$ cat config.mk
export PLATFORM = sky130hd
export DESIGN_NAME = dbg_auth_gate
export DESIGN_NICKNAME = d
export VERILOG_FILES = /design/src/rtl/dbg_gate_pkg.sv /design/src/rtl/dbg_gate_boot.sv /design/src/rtl/dbg_gate_regs.sv /design/src/rtl/dbg_gate_filter.sv /design/src/rtl/dbg_auth_gate.sv
export SDC_FILE = /design/constraint.sdc
export NUM_CORES = 1
export LEC_CHECK = 0
export BUFFER_PORTS_ARGS = -buffer_cell sky130_fd_sc_hd__buf_2
export CORE_UTILIZATION = 36
export CTS_BUF_LIST = sky130_fd_sc_hd__clkbuf_8
export CTS_CLUSTER_DIAMETER = 60
export DETAILED_ROUTE_END_ITERATION = 8
export PLACE_DENSITY_LB_ADDON = 0.3
export SYNTH_ARGS = -nofsm -noshare
export SYNTH_HDL_FRONTEND = slang
export SYNTH_SLANG_ARGS = --single-unit
$ cat constraint.sdc
create_clock -name clk -period 2.3 [get_ports clk]
set_clock_uncertainty 0.1 [all_clocks]
set_input_delay 0.345 -clock clk [delete_from_list [all_inputs] [get_ports clk]]
set_output_delay 0.345 -clock clk [all_outputs]
set_load 0.01 [all_outputs]
$ cat src/rtl/dbg_gate_pkg.sv
package dbg_gate_pkg;

    typedef enum logic [1:0] {
        FLT_NONE   = 2'b00,
        FLT_WINDOW = 2'b01,
        FLT_FULL   = 2'b10,
        FLT_RSVD   = 2'b11
    } flt_mode_e;

    typedef struct packed {
        logic dis;
        logic en;
    } port_ctl_t;

    typedef struct packed {
        port_ctl_t ctl;
        flt_mode_e flt;
    } gate_state_t;

    localparam logic [1:0] RESTR_OPEN = 2'b00;
    localparam logic [1:0] RESTR_AUTH = 2'b01;

    // state installed by a boot load for a given restriction setting
    function automatic gate_state_t boot_state(input logic [1:0] restr);
        gate_state_t s;
        if (restr[1]) begin
            s.ctl = '{dis: 1'b1, en: 1'b0};
            s.flt = FLT_NONE;
        end else if (restr == RESTR_AUTH) begin
            s.ctl = '{dis: 1'b0, en: 1'b0};
            s.flt = FLT_NONE;
        end else begin
            s.ctl = '{dis: 1'b0, en: 1'b1};
            s.flt = FLT_FULL;
        end
        return s;
    endfunction

    // port control write: disable is sticky, enable only lands when disable is clear
    function automatic port_ctl_t ctl_write(input port_ctl_t cur, input logic [1:0] d);
        port_ctl_t n;
        n.dis = cur.dis | d[0];
        n.en  = n.dis ? 1'b0 : d[1];
        return n;
    endfunction

endpackage

$ cat src/rtl/dbg_gate_boot.sv
module dbg_gate_boot (
    input  logic       clk,
    input  logic       rst,
    input  logic       boot_load,
    input  logic       boot_lc,
    input  logic [1:0] boot_cfg_word,
    input  logic [1:0] boot_fuse,
    output logic       booted_q,
    output logic [1:0] restr_q,
    output logic [1:0] restr_nxt
);
    logic [1:0] src_sel;

    always_comb begin
        src_sel   = boot_lc ? boot_fuse : boot_cfg_word;
        restr_nxt = booted_q ? (restr_q | src_sel) : src_sel;
    end

    always_ff @(posedge clk) begin
        if (rst) begin
            booted_q <= 1'b0;
            restr_q  <= 2'b00;
        end else if (boot_load) begin
            booted_q <= 1'b1;
            restr_q  <= restr_nxt;
        end
    end
endmodule

$ cat src/rtl/dbg_gate_regs.sv
module dbg_gate_regs
    import dbg_gate_pkg::*;
#(
    parameter int              MW         = 4,
    parameter logic [MW-1:0]   SEC_MASTER = 4'd2
) (
    input  logic          clk,
    input  logic          rst,
    input  logic          boot_load,
    input  logic [1:0]    restr_nxt,
    input  logic          pw_valid,
    input  logic [MW-1:0] pw_master,
    input  logic          pw_sel,
    input  logic [1:0]    pw_data,
    output port_ctl_t     ctl_q,
    output flt_mode_e     flt_q,
    output logic          pw_err
);
    logic        pw_ok;
    gate_state_t boot_s;

    always_comb begin
        pw_ok  = pw_valid && (pw_master == SEC_MASTER);
        boot_s = boot_state(restr_nxt);
    end

    always_ff @(posedge clk) begin
        if (rst) begin
            ctl_q  <= '{dis: 1'b0, en: 1'b0};
            flt_q  <= FLT_NONE;
            pw_err <= 1'b0;
        end else begin
            pw_err <= pw_valid && !pw_ok;
            if (boot_load) begin
                ctl_q <= boot_s.ctl;
                flt_q <= boot_s.flt;
            end else if (pw_ok) begin
                if (pw_sel) flt_q <= flt_mode_e'(pw_data);
                else        ctl_q <= ctl_write(ctl_q, pw_data);
            end
        end
    end
endmodule

$ cat src/rtl/dbg_gate_filter.sv
module dbg_gate_filter
    import dbg_gate_pkg::*;
#(
    parameter int            AW       = 32,
    parameter logic [AW-1:0] MBX_ADDR = 32'h4000_0100,
    parameter logic [AW-1:0] RAM_BASE = 32'h2000_0000,
    parameter int            RAM_LG   = 8
) (
    input  flt_mode_e     mode,
    input  logic [AW-1:0] addr,
    output logic          permit
);
    localparam int WORD_LG = 2;
    logic mbx_hit;
    logic ram_hit;

    // aligned compare: low bits below the region size are ignored
    always_comb begin
        mbx_hit = (addr >> WORD_LG) == (MBX_ADDR >> WORD_LG);
        ram_hit = (addr >> RAM_LG)  == (RAM_BASE >> RAM_LG);
        unique case (mode)
            FLT_FULL:   permit = 1'b1;
            FLT_WINDOW: permit = mbx_hit || ram_hit;
            default:    permit = 1'b0;
        endcase
    end
endmodule

$ cat src/rtl/dbg_auth_gate.sv
module dbg_auth_gate
    import dbg_gate_pkg::*;
#(
    parameter int            AW         = 32,
    parameter int            MW         = 4,
    parameter logic [MW-1:0] SEC_MASTER = 4'd2,
    parameter logic [AW-1:0] MBX_ADDR   = 32'h4000_0100,
    parameter logic [AW-1:0] RAM_BASE   = 32'h2000_0000,
    parameter int            RAM_LG     = 8
) (
    input  logic          clk,
    input  logic          rst,
    input  logic          boot_load,
    input  logic          boot_lc,
    input  logic [1:0]    boot_cfg_word,
    input  logic [1:0]    boot_fuse,
    input  logic          dbg_req_valid,
    input  logic [AW-1:0] dbg_req_addr,
    output logic          dbg_grant,
    output logic          dbg_fwd_valid,
    output logic [AW-1:0] dbg_fwd_addr,
    output logic          dbg_rsp_valid,
    output logic          dbg_rsp_err,
    input  logic          pw_valid,
    input  logic [MW-1:0] pw_master,
    input  logic          pw_sel,
    input  logic [1:0]    pw_data,
    output logic          pw_err
);
    logic      booted_q;
    logic [1:0] restr_q;
    logic [1:0] restr_nxt;
    port_ctl_t ctl_q;
    flt_mode_e flt_q;
    logic      permit;
    logic      allow;

    dbg_gate_boot i_boot (
        .clk           (clk),
        .rst           (rst),
        .boot_load     (boot_load),
        .boot_lc       (boot_lc),
        .boot_cfg_word (boot_cfg_word),
        .boot_fuse     (boot_fuse),
        .booted_q      (booted_q),
        .restr_q       (restr_q),
        .restr_nxt     (restr_nxt)
    );

    dbg_gate_regs #(.MW(MW), .SEC_MASTER(SEC_MASTER)) i_regs (
        .clk       (clk),
        .rst       (rst),
        .boot_load (boot_load),
        .restr_nxt (restr_nxt),
        .pw_valid  (pw_valid),
        .pw_master (pw_master),
        .pw_sel    (pw_sel),
        .pw_data   (pw_data),
        .ctl_q     (ctl_q),
        .flt_q     (flt_q),
        .pw_err    (pw_err)
    );

    dbg_gate_filter #(
        .AW(AW), .MBX_ADDR(MBX_ADDR), .RAM_BASE(RAM_BASE), .RAM_LG(RAM_LG)
    ) i_filter (
        .mode   (flt_q),
        .addr   (dbg_req_addr),
        .permit (permit)
    );

    always_comb begin
        allow         = booted_q && ctl_q.en && !ctl_q.dis && permit;
        dbg_grant     = dbg_req_valid && allow;
        dbg_fwd_valid = dbg_grant;
        dbg_fwd_addr  = dbg_grant ? dbg_req_addr : '0;
    end

    always_ff @(posedge clk) begin
        if (rst) begin
            dbg_rsp_valid <= 1'b0;
            dbg_rsp_err   <= 1'b0;
        end else begin
            dbg_rsp_valid <= dbg_req_valid;
            dbg_rsp_err   <= dbg_req_valid && !allow;
        end
    end
endmodule

# After elaboration in Yosys (flattened, before gate mapping)
# Index checks and enable logic that the tools add are counted.
[word_totals]
register_bits = 10
latchBits = 0
ram_bits = 0
mem_bits_ro = 0
out_inout_bits = 37
word_cells = 45
n_memories = 0
[classes]
addsub = 0
multipliers = 0
div_mod_pow = 0
order_cmp = 0
eq_ne = 7
shifts = 0
n_mux = 13
bitwise = 2
n_reduce_logical = 15
[op_table]
columns = ["cell", "count"]
rows = [
  ["$mux W32", 1],
  ["$eq A30 B29 Y1 const B", 1],
  ["$eq A24 B22 Y1 const B", 1],
  ["$mux W2", 8],
  ["$logic_and A1 B1 Y1", 7],
  ["$eq A2 B1 Y1 const B", 2],
  ["$eq A4 B2 Y1 const B", 1],
  ["$mux W4", 1],
  ["$reduce_and A2 Y1", 2],
  ["$reduce_bool A2 Y1", 2],
  ["$logic_not A1 Y1", 3],
  ["$mux W3", 1],
  ["$eq A2 B2 Y1 const B", 1],
  ["$ne A2 B2 Y1 const B", 1],
  ["$or A2 B2 Y2", 1],
  ["$pmux W1 S2", 1],
  ["$logic_or A1 B1 Y1", 1],
  ["$mux W1", 1],
  ["$or A1 B1 Y1", 1],
]

# Logic depth before layout (Yosys ltp)
# Gate-level depths: netlist of the first run.
[depth]
depth_word = 7
ltp_mapped = 7
depth_no_buf = 6

# By module
# From an unflattened synthesis of the first run, not the netlist that was laid out.
[unflattened]
hier_cells = 105
area_unflattened_um2 = 845.8
[by_module_without_submodules]
columns = ["module", "instances", "cells_each", "area_per_inst_um2", "seq_area_each_um2"]
rows = [
  ["dbg_auth_gate", 1, 46, 316.6, 40.0],
  ["dbg_gate_regs", 1, 25, 256.5, 100.1],
  ["dbg_gate_filter", 1, 19, 145.1, 0.0],
  ["dbg_gate_boot", 1, 15, 127.6, 60.1],
]

# Worst setup path after synthesis of the first run
# Ideal clock, no wire load.
[synth_timing]
path_kind = "flip-flop to output port"
startpoint = "reg i_regs.flt_q[0]"
endpoint = "out dbg_fwd_addr[22]"
t_arrival_ps = 1731
required_ps = 1855
path_slack_ps = 124
path_stages_with_launch = 8
path_cell_list = "dfxtp_1 inv_1 ha_1 and4bb_2 nand4_1 o31ai_4 buf_6 and2_1"
[synth_via]
elab_chain_len = 5
word_cells_on_any_way = 6
classes_between = "eq/ne: 2; mux: 2; reduce/logical: 2"
[synth_rtl]
columns = ["item", "line_no", "text"]
rows = [
  ["start, declared", "dbg_gate_regs.sv:16", "output flt_mode_e flt_q,"],
  ["start signal, assigned", "dbg_gate_regs.sv:36", "flt_q <= boot_s.flt;"],
  ["start signal, assigned", "dbg_gate_regs.sv:38", "if (pw_sel) flt_q <= flt_mode_e'(pw_data);"],
  ["$eq A2 B1 Y1 / $eq A2 B2 Y1 (equally long branches)", "dbg_gate_filter.sv:21", "unique case (mode)"],
  ["$pmux W1 S2 *", "dbg_gate_filter.sv:21", ""],
  ["$logic_and A1 B1 Y1 *", "dbg_auth_gate.sv:73", "allow = booted_q && ctl_q.en && !ctl_q.dis && permit;"],
  ["$logic_and A1 B1 Y1 *", "dbg_auth_gate.sv:74", "dbg_grant = dbg_req_valid && allow;"],
  ["named net dbg_fwd_valid", "dbg_auth_gate.sv:20", "output logic dbg_fwd_valid,"],
  ["$mux W32 *", "dbg_auth_gate.sv:76", "dbg_fwd_addr = dbg_grant ? dbg_req_addr : '0;"],
  ["end, declared", "dbg_auth_gate.sv:21", "output logic [AW-1:0] dbg_fwd_addr,"],
]
# Mark *: on every way through the listed nets, which the timed path passes. The rest lies on a longest branch.

# Worst setup path in the final report of the first run
[layout_timing]
startpoint = "reg i_regs.flt_q[0]"
endpoint = "out dbg_fwd_addr[23]"
[layout_via]
elab_chain_len = 5
word_cells_on_any_way = 6
classes_between = "eq/ne: 2; mux: 2; reduce/logical: 2"
[layout_rtl]
columns = ["item", "line_no"]
rows = [
  ["$eq A2 B1 Y1 / $eq A2 B2 Y1 (equally long branches)", "dbg_gate_filter.sv:21"],
  ["$pmux W1 S2 *", "dbg_gate_filter.sv:21"],
  ["$logic_and A1 B1 Y1 *", "dbg_auth_gate.sv:73"],
  ["$logic_and A1 B1 Y1 *", "dbg_auth_gate.sv:74"],
  ["$mux W32 *", "dbg_auth_gate.sv:76"],
]
# Mark *: on every way between the ends. The rest lies on a longest branch, timed or not.

==> flow_metrics.env, run 1 <==
export IMPL_cts_root_buf="clkbuf_8"
export IMPL_cts_htree_levels=1
export IMPL_timing_hold_ws_ns=0.2917
export IMPL_total_power_w=0.0005154
export IMPL_core_rowCount=16
export IMPL_area_delta_synth_final_pct=92.96
export IMPL_slowest_stage="dfxtp_2"
export IMPL_clkTransAtPathRegs_ns=0.05
export IMPL_cp_end_kind="output port"
export IMPL_synth_edf_count=0
export IMPL_io_buffers=85
export IMPL_syn_avg_cell_area_um2=8.089
export IMPL_setup_viol=34
export IMPL_violations="negative setup slack"
export IMPL_worst_pin_slew_ns=0.6133
export IMPL_avgViaCountPerCell=5.110
export IMPL_criticalPathCategory="register to output port"
export IMPL_ir_worst_vdd_mv=0.4156
export IMPL_maxCapViolations=0
export IMPL_antenna_found_initial=0
export IMPL_finalCritPeriodShare_pct=111.7
export IMPL_hold_violations=0
export IMPL_clock_latency_ns=0.24
export IMPL_synth_ff_type="dfxtp_1"
export IMPL_overflow=0
export IMPL_placeableCoreArea_um2=2042
export IMPL_synth_seq_cells=10
export IMPL_dp_hpwl_um=2128
export IMPL_power_density_nw_per_um2=326.9
export IMPL_grt_pass1_vias=1118
export IMPL_drc=0
export IMPL_die_area_um2=2464
export IMPL_grt_max_degree=18
export IMPL_start_util_pct=40.01
export IMPL_synth_common_cells="and2_1 (32), dfxtp_1 (10), nor2_1 (5), nor3_1 (5)"
export IMPL_drtPass1Iterations=4
export IMPL_drt_total_wl_um=3231
export IMPL_synthTopCellsByArea="and2_1 (25%), dfxtp_1 (25%), buf_6 (4.1%), ha_1 (3.1%), nor3_1 (3.1%)"
export IMPL_slew_viol_final=0
export IMPL_yosysTopAreaCellShare_pct=24.50
export IMPL_reg2reg_depth=7
export IMPL_drive_gt1_share_pct=64.40
export IMPL_syn_inst=101
export IMPL_holdPathStages=2
export IMPL_yosys_warnings=0
export IMPL_ios=86
export IMPL_path_cells="inv_2 -> ha_4 -> and4bb_2 -> nand4_1 -> o31ai_4 -> buf_6 -> clkbuf_16 -> and2_4 -> buf_6"
export IMPL_clockBufferDepth=2
export IMPL_cts_tree="built"
export IMPL_cts_hold_buf=0
export IMPL_timing_critical_path_mode_cell="buf_6"
export IMPL_die_h_um=49.64
export IMPL_final_util_pct=77.21
export IMPL_r2r_end="dbg_rsp_err"
export IMPL_slowest_delay_ns=0.35
export IMPL_cts_buffers_inserted=3
export IMPL_timing_fmax_mhz=389.2
export IMPL_dp_cells=210
export IMPL_worstPathArrival_ns=2.12
export IMPL_gp_congestion=0.7705
export IMPL_whs_endpoint="i_regs.flt_q[0]"
export IMPL_setup_ws_ns=-0.2695
export IMPL_grt_pass1_wl_um=4719
export IMPL_numClockSinks=10
export IMPL_hp_start="boot_load"
export IMPL_required_ns=1.86
export IMPL_detail_route_antenna_nets=0
export IMPL_hold_path_class="input pin to register"
export IMPL_yosys_cell_types_count=34
export IMPL_yosysSeqAreaShare_pct=24.50
export IMPL_die_width_um=49.64
export IMPL_worstSetupStartpointType="register"
export IMPL_wl_per_cell_um=14.82
export IMPL_vias=1114
export IMPL_yosysTopAreaCell="and2_1"
export IMPL_outcome="finished, violations left"
export IMPL_async_reset_ff_share_pct=0
export IMPL_syn_num_nets=152
export IMPL_reg2reg_from="i_regs.flt_q[0]"
export IMPL_r2r_slack_ns=0.48
export IMPL_rsz0062_at_grt="yes"
export IMPL_grt_usage_pct=25.29
export IMPL_synth_most_common_cell="and2_1"
export IMPL_p_leak_nw=0.8013
export IMPL_fin_nets=243
export IMPL_slew_headroom_pct=58.74
export IMPL_diodes=0
export IMPL_netlist_area_um2=817.0
export IMPL_drt_iter0_drc=34
export IMPL_instances_no_fill=218
export IMPL_path_max_fanout=4
export IMPL_finalCriticalPeriod_ns=2.570
registers in the layout, summed over array words and instances (netlist names):
name	flops
i_regs.ctl_q	2
i_regs.flt_q	2
i_boot.restr_q	2
dbg_rsp_valid	1
dbg_rsp_err	1
i_boot.booted_q	1
i_regs.pw_err	1
power by group:
part,switching [W],leakage (nW),total [W],internal (W)
clock network,0.0000744,0.0288,0.000225,0.000151
logic,0.0000483,0.689,0.0000991,0.0000508
registers,0.00000659,0.0837,0.000191,0.000184
worst max-delay path by stage:
stage          slack [ns]        startpoint               end  cells after the start
3_3_place_gp         0.10   i_regs.flt_q[0]  dbg_fwd_addr[11]                      8
3_5_place_dp         0.02  dbg_req_addr[14]  dbg_fwd_addr[25]                      7
4_1_cts             -0.20   i_regs.flt_q[0]  dbg_fwd_addr[22]                      9
5_1_grt             -0.31   i_regs.flt_q[0]  dbg_fwd_addr[19]                      9
6_report            -0.27   i_regs.flt_q[0]  dbg_fwd_addr[23]                      9
2_1_floorplan        0.12   i_regs.flt_q[0]  dbg_fwd_addr[22]                      7
through the flow:
stage / setup TNS (ns) / cell area (µm²) / setup WS [ns]
floorplan: 0 / 817.0 / 0.1239
global placement: 0 / 1259 / 0.1034
detailed placement: 0 / 1259 / 0.02473
CTS: -5.911 / 1478 / -0.1965
global route: -8.776 / 1577 / -0.3084
finish: -7.142 / 1577 / -0.2695
critical path: cells and delay by family (launching register included):
family | cells | cell delay (ns)
flip-flops | 1 | 0.35
adder cells (fa/ha/maj) | 1 | 0.20
AND/OR/NAND/NOR | 3 | 0.56
AO/OA/AOI/OAI | 1 | 0.31
buffers and inverters | 4 | 0.46
kinds of logic (layout without fill, tap and decap cells):
group,Yosys count,after routing,synth area share (%)
compound gates,11,11,10.87
fa+ha+maj,2,2,3.062
simple gates,66,66,50.38
flops,10,10,24.50
mux,3,3,3.828
buf+inv,9,99,7.350
cell usage in the layout (no fill, tap or decap), drive strengths merged:
master | netlist | layout
buf | 4 | 90
and2 | 32 | 32
dfxtp | 10 | 10
nor3 | 5 | 5
nor2 | 5 | 5
clkbuf | 1 | 5
nor4 | 4 | 4
inv | 4 | 4
nand3 | 3 | 3
nor3b | 2 | 2
a31oi | 2 | 2
nor4b | 2 | 2
nand4 | 2 | 2
mux2i | 2 | 2
a21oi | 2 | 2
nor2b | 2 | 2
or3 | 2 | 2
nand2 | 2 | 2
ha | 2 | 2
nor4bb | 1 | 1
and4bb | 1 | 1
o31ai | 1 | 1
mux2 | 1 | 1
a211oi | 1 | 1
a21boi | 1 | 1
nand4b | 1 | 1
a22oi | 1 | 1
a311oi | 1 | 1
o21ai | 1 | 1
nand2b | 1 | 1
and3 | 1 | 1
a221oi | 1 | 1
final cells by class:
class | count | area (µm²)
Inverter | 4 | 15.01
Clock buffer | 4 | 55.05
Timing Repair Buffer | 91 | 646.9
Sequential cell | 10 | 202.7
Multi-Input combinational cell | 82 | 623.1
Fill cell | 145 | 465.4
Tap cell | 27 | 33.78
metal layers:
layer  GRT usage (%)  routed length (µm)
met1           24.91                1145
met4           11.43                  96
met5               0                   0
met2           47.97                1797
met3           7.099                 191
what timing repair did:
item | CTS | global route
gates cloned | 2 | 1
gates resized for setup | 23 | 24
pin swaps | 8 | 14
setup endpoints to repair | 34 | 34
buffers inserted | 2 | 0
No activity file was read; power rests on OpenSTA's default activity.
==> inputs of run 2 (changes only) <==
--- a/config.mk
+++ b/config.mk
@@ -11,6 +11,7 @@
 export CTS_CLUSTER_DIAMETER = 60
 export DETAILED_ROUTE_END_ITERATION = 8
 export PLACE_DENSITY_LB_ADDON = 0.3
+export SKIP_LAST_GASP = 1
 export SYNTH_ARGS = -nofsm -noshare
 export SYNTH_HDL_FRONTEND = slang
 export SYNTH_SLANG_ARGS = --single-unit
==> run 2 against run 1 <==
The run still ends with negative setup slack left. First-iteration DRC count is 44% lower. Via count is 0.72% higher. Utilization is 0.74 points lower. Fmax is 0.36% higher. Wire length is 0.93% lower. Die area stayed put. Total power is 0.62% lower. Critical endpoint is now dbg_fwd_addr[9].
==> flow_metrics.env, run 2 (same netlist as run 1, synthesis figures left out) <==
export IMPL_antenna_found_initial=0
export IMPL_drt_iter0_drc=19
export IMPL_fin_nets=243
export IMPL_vias=1122
export IMPL_outcome="finished, violations left"
export IMPL_core_rowCount=16
export IMPL_drive_gt1_share_pct=63.87
export IMPL_wl_per_cell_um=14.68
export IMPL_numClockSinks=10
export IMPL_swShare_pct=24.68
export IMPL_avgViaCountPerCell=5.147
export IMPL_hold_violations=0
export IMPL_layout_commonest_cell="buf_2"
export IMPL_clockBufferDepth=2
export IMPL_setup_ws_ns=-0.2603
export IMPL_p_int_w=0.0003859
export IMPL_finalCriticalPeriod_ns=2.560
export IMPL_slew_headroom_pct=65.22
export IMPL_finalCritPeriodShare_pct=111.3
export IMPL_p_switching_w=0.0001264
export IMPL_most_common_layout_cells="buf_2 (68), buf_6 (19), and2_4 (18), and2_1 (14), dfxtp_1 (8)"
export IMPL_die_h_um=49.64
export IMPL_setup_viol=34
export IMPL_hold_path_class="input pin to register"
export IMPL_start_util_pct=40.01
export IMPL_power_frac_seq_pct=37.3
export IMPL_timing_fmax_mhz=390.6
export IMPL_criticalPathCategory="register to output port"
export IMPL_ir_worst_vdd_mv=0.4176
export IMPL_p_leak_nw=0.7988
export IMPL_die_width_um=49.64
export IMPL_diodes=0
export IMPL_grt_usage_pct=25.29
export IMPL_combPwrFrac_pct=19.1
export IMPL_place_ws_ns=0.02473
export IMPL_clkTransAtPathRegs_ns=0.05
export IMPL_reg_largest_list="i_boot.restr_q: 2 flops, i_regs.ctl_q: 2 flops, i_regs.flt_q: 2 flops"
export IMPL_violations="negative setup slack"
export IMPL_detail_route_antenna_nets=0
export IMPL_grt_pass1_wl_um=4719
export IMPL_grt_max_degree=18
export IMPL_overflow=0
export IMPL_cts_htree_levels=1
export IMPL_slew_viol_final=0
export IMPL_worst_pin_slew_ns=0.5169
export IMPL_drtPass1Iterations=4
export IMPL_path_cells="inv_2 -> ha_4 -> and4bb_2 -> nand4_1 -> o31ai_4 -> buf_6 -> clkbuf_16 -> and2_4 -> buf_6"
export IMPL_gp_congestion=0.7705
export IMPL_die_area_um2=2464
export IMPL_slowest_delay_ns=0.35
export IMPL_area_delta_synth_final_pct=91.12
export IMPL_maxCapViolations=0
export IMPL_dp_hpwl_um=2128
export IMPL_required_ns=1.86
export IMPL_drc=0
export IMPL_io_buffers=85
export IMPL_cts_root_buf="clkbuf_8"
export IMPL_worstPathArrival_ns=2.12
export IMPL_path_max_fanout=4
export IMPL_placeableCoreArea_um2=2042
export IMPL_worstSetupStartpointType="register"
export IMPL_grt_pass1_vias=1118
export IMPL_cts_buffers_inserted=3
export IMPL_rsz0062_at_grt="yes"
export IMPL_power_density_nw_per_um2=328.1
export IMPL_cts_tree="built"
export IMPL_slowest_stage="dfxtp_2"
export IMPL_ios=86
export IMPL_clkPwrFrac_pct=43.7
export IMPL_clock_latency_ns=0.24
export IMPL_timing_critical_path_mode_cell="buf_6"
export IMPL_drt_total_wl_um=3201
export IMPL_total_power_w=0.0005123
export IMPL_cp_end_kind="output port"
run 2: cell counts in the layout (fill, tap and decap cells not counted):
Identical to the previous run, type by type.
run 2: stage by stage:
stage | setup TNS [ns] | area [µm²] | utilization (%) | std cells | hold slack, ns
4_1_cts | -5.911 | 1478 | 72.37 | 218 | 0.2607
3_5_place_dp | 0 | 1259 | 61.64 | 210 | 0.3692
5_1_grt | -8.581 | 1562 | 76.47 | 218 | 0.2799
2_1_floorplan | 0 | 817.0 | - | 101 | 0.3243
6_report | -6.770 | 1562 | 76.47 | 218 | 0.2720
3_3_place_gp | 0 | 1259 | 61.64 | 210 | 0.3531
run 2: final cells by class:
type | count | area (µm²)
Clock buffer | 4 | 55.05
Tap cell | 27 | 33.78
Multi-Input combinational cell | 82 | 620.6
Sequential cell | 10 | 202.7
Timing Repair Buffer | 91 | 634.4
Inverter | 4 | 15.01
Fill cell | 145 | 480.5
run 2: metal layers:
layer | up-vias | global-route usage (%) | share of wire (%)
li1 | 537 | - | -
met1 | 525 | 24.91 | 37
met2 | 52 | 47.97 | 55
met3 | 8 | 7.099 | 5.5
met4 | 0 | 11.43 | 2.3
met5 | - | 0 | 0
run 2: power by group through the flow:
stage	Combinational, W	Clock, W	Sequential, W
2_1_floorplan	0.0000319	0	0.000193
3_3_place_gp	0.0000872	0	0.000192
3_5_place_dp	0.0000907	0	0.000193
4_1_cts	0.0000932	0.000226	0.000190
5_1_grt	0.000106	0.000240	0.000192
6_report	0.0000977	0.000224	0.000191
run 2: final timing paths:
check,cells after the start,from,slack [ns],to
max,9,i_regs.flt_q[0],-0.26,dbg_fwd_addr[9]
min,2,boot_load,0.27,i_regs.flt_q[0]
max reg2reg,7,i_regs.flt_q[0],0.52,dbg_rsp_err
min reg2reg,2,i_boot.restr_q[1],0.38,i_boot.restr_q[1]
run 2: critical path: cells and delay by family, from the launching register on:
kind	cells	cell delay [ns]
AOI/OAI and AO/OA	1	0.31
and+or+nand+nor	3	0.56
DFF	1	0.35
buffers and inverters	4	0.46
adders and majority gates	1	0.19
run 2: timing repair:
item                                    in CTS  in global routing
gates resized for setup                     23                 21
endpoints found under the setup margin      34                 34
pin swaps                                    8                 13
hold buffers                                 0                  0
setup buffers                                2                  0
cloned                                       2                  1
==> inputs of run 3 (changes only) <==
--- a/config.mk
+++ b/config.mk
@@ -11,7 +11,8 @@
 export CTS_CLUSTER_DIAMETER = 60
 export DETAILED_ROUTE_END_ITERATION = 8
 export PLACE_DENSITY_LB_ADDON = 0.3
-export SKIP_LAST_GASP = 1
+export SLEW_MARGIN = 10
 export SYNTH_ARGS = -nofsm -noshare
 export SYNTH_HDL_FRONTEND = slang
+export SYNTH_HIERARCHICAL = 1
 export SYNTH_SLANG_ARGS = --single-unit
==> run 3 against run 2 <==
The flow still finishes with violations (negative setup slack). Via count is 4.9% higher. Highest routed layer unchanged. Largest cell class is now multi-input combinational cells. Area after synthesis is 3.5% higher. Die area up 3.4%. Clock power shrank 4%.
==> flow_metrics.env, run 3 <==
export IMPL_area_delta_synth_final_pct=75.89
export IMPL_setup_viol=34
export IMPL_grt_pass1_vias=1063
export IMPL_slew_headroom_pct=71.57
export IMPL_slowest_delay_ns=0.39
export IMPL_r2r_slack_ns=0.42
export IMPL_slew_viol_final=0
export IMPL_yosys_warnings=6
export IMPL_finalCriticalPeriod_ns=2.571
export IMPL_core_rowCount=17
export IMPL_drc=0
export IMPL_syn_avg_cell_area_um2=8.055
export IMPL_clock_latency_ns=0.23
export IMPL_io_buffers=85
export IMPL_yosys_cell_types_count=31
export IMPL_path_max_fanout=8
export IMPL_die_width_um=50.47
export IMPL_cts_hold_buf=0
export IMPL_drtPass1Iterations=4
export IMPL_worst_pin_slew_ns=0.4246
export IMPL_hold_violations=0
export IMPL_yosysTopAreaCell="and3_1"
export IMPL_whs_endpoint="i_regs/flt_q[0]"
export IMPL_die_area_um2=2547
export IMPL_synth_common_cells="and3_1 (32), dfxtp_1 (10), nor2_1 (6)"
export IMPL_cts_buffers_inserted=3
export IMPL_grt_usage_pct=22.39
export IMPL_path_cells="inv_2 -> ha_4 -> nor4b_4 -> nand4_1 -> o32ai_4 -> and2_4 -> and3_1 -> buf_2"
export IMPL_rsz0062_at_grt="yes"
export IMPL_syn_inst=105
export IMPL_holdPathStages=2
export IMPL_die_h_um=50.47
export IMPL_placeableCoreArea_um2=2212
export IMPL_worstSetupStartpointType="register"
export IMPL_wl_per_cell_um=12.33
export IMPL_cts_tree="built"
export IMPL_slowest_stage="o32ai_4"
export IMPL_numClockSinks=10
export IMPL_drive_gt1_share_pct=59.18
export IMPL_vias=1177
export IMPL_grt_max_degree=35
export IMPL_reg2reg_depth=8
export IMPL_hp_start="rst"
export IMPL_netlist_area_um2=845.8
export IMPL_ir_worst_vdd_mv=0.4287
export IMPL_fill_cells=185
export IMPL_maxCapViolations=0
export IMPL_outcome="finished, violations left"
export IMPL_synthTopCellsByArea="and3_1 (24%), dfxtp_1 (24%), a311oi_1 (4.1%), ha_1 (3.0%), nor3_1 (3.0%)"
export IMPL_total_power_w=0.0005246
export IMPL_ios=86
export IMPL_start_util_pct=38.24
export IMPL_layout_commonest_cell="buf_2"
export IMPL_timing_fmax_mhz=388.9
export IMPL_power_density_nw_per_um2=352.6
export IMPL_timing_hold_ws_ns=0.2842
export IMPL_fin_area_um2=1488
export IMPL_synth_seq_cells=10
export IMPL_avgViaCountPerCell=5.254
export IMPL_syn_num_nets=156
export IMPL_worstPathArrival_ns=2.13
export IMPL_cp_end_kind="output port"
export IMPL_fin_nets=248
export IMPL_place_area_um2=1301
export IMPL_place_ws_ns=-0.1353
export IMPL_hold_path_class="input pin to register"
export IMPL_synth_edf_count=0
export IMPL_yosysTopAreaCellShare_pct=23.67
export IMPL_criticalPathCategory="register to output port"
export IMPL_detail_route_antenna_nets=0
export IMPL_drt_iter0_drc=14
export IMPL_grt_pass1_wl_um=4450
export IMPL_reg2reg_from="i_regs/flt_q[0]"
export IMPL_drt_total_wl_um=2762
export IMPL_r2r_end="dbg_rsp_err"
export IMPL_reg_largest_list="i_boot/restr_q: 2 flops, i_regs/ctl_q: 2 flops, i_regs/flt_q: 2 flops"
export IMPL_synth_ff_type="dfxtp_1"
export IMPL_clockBufferDepth=2
export IMPL_clkTransAtPathRegs_ns=0.05
export IMPL_cts_root_buf="clkbuf_8"
export IMPL_required_ns=1.86
export IMPL_finalCritPeriodShare_pct=111.8
export IMPL_violations="negative setup slack"
export IMPL_final_util_pct=67.25
export IMPL_dp_hpwl_um=2009
export IMPL_cts_htree_levels=1
export IMPL_yosysSeqAreaShare_pct=23.67
export IMPL_diodes=0
export IMPL_synth_most_common_cell="and3_1"
export IMPL_async_reset_ff_share_pct=0
export IMPL_setup_ws_ns=-0.2713
export IMPL_overflow=0
export IMPL_most_common_layout_cells="buf_2 (81), and3_1 (30), dfxtp_1 (8), nor2_1 (6)"
export IMPL_antenna_found_initial=0
export IMPL_gp_congestion=0.7617
export IMPL_p_leak_nw=0.8642
-- run 3: critical path: cells and delay by family (launching register included) --
kind / cells / cell delay, ns
compound gates: 1 / 0.39
fa+ha+maj: 1 / 0.24
buf+inv: 2 / 0.18
flops: 1 / 0.33
simple gates: 4 / 0.75
-- run 3: worst max path at each step --
stage                               start                to  slack (ns)  cells after the start
after floorplan           i_regs/flt_q[0]         dbg_grant       0.003                      9
after global placement    i_regs/flt_q[0]  dbg_fwd_addr[31]       -0.04                      8
after detailed placement  i_regs/flt_q[0]   dbg_fwd_addr[3]       -0.14                      8
after CTS                 i_regs/flt_q[0]   dbg_fwd_addr[3]       -0.30                      8
after global routing      i_regs/flt_q[0]  dbg_fwd_addr[17]       -0.42                      8
final                     i_regs/flt_q[0]  dbg_fwd_addr[28]       -0.27                      8
-- run 3: timing repair --
action,CTS,global route
gates cloned,4,0
pin swaps,14,3
setup endpoints to repair,34,34
resized for setup,16,2
buffers inserted,1,1
-- run 3: routing by layer --
layer | vias up | track usage (%) | part of all wire, %
met5 | - | 0 | 0
met2 | 49 | 45.78 | 53
met1 | 541 | 23.94 | 40
met4 | 0 | 5.556 | 0.33
met3 | 2 | 1.818 | 6.0
li1 | 585 | - | -
-- run 3: kinds of logic after synthesis --
logic type | count (synthesis) | share of synthesized area (%)
AOI/OAI and AO/OA | 11 | 10.80
buffers and inverters | 11 | 6.507
and+or+nand+nor | 69 | 53.70
adders and majority gates | 2 | 2.958
muxes | 2 | 2.367
DFF | 10 | 23.67
-- run 3: final cells by class --
| type | count | area, µm² | area share, % |
|---|---|---|---|
| Clock buffer | 4 | 55.05 | 3.701 |
| Inverter | 4 | 15.01 | 1.009 |
| Timing Repair Buffer | 90 | 488.0 | 32.80 |
| Sequential cell | 10 | 202.7 | 13.62 |
| Tap cell | 28 | 35.03 | 2.355 |
| Multi-Input combinational cell | 88 | 691.9 | 46.51 |
-- run 3: through the flow --
stage / instances / setup TNS, ns
after floorplan: 105 / 0
after global placement: 214 / -0.5634
after detailed placement: 214 / -3.908
after CTS: 223 / -9.507
after global routing: 224 / -13.22
final: 224 / -8.341
-- run 3: where the power goes --
group | switching (W) | internal (W) | total (W) | leakage [nW]
clock | 0.0000658 | 0.000150 | 0.000216 | 0.0288
sequential | 0.00000564 | 0.000185 | 0.000190 | 0.0838
combinational | 0.0000583 | 0.0000598 | 0.000118 | 0.752
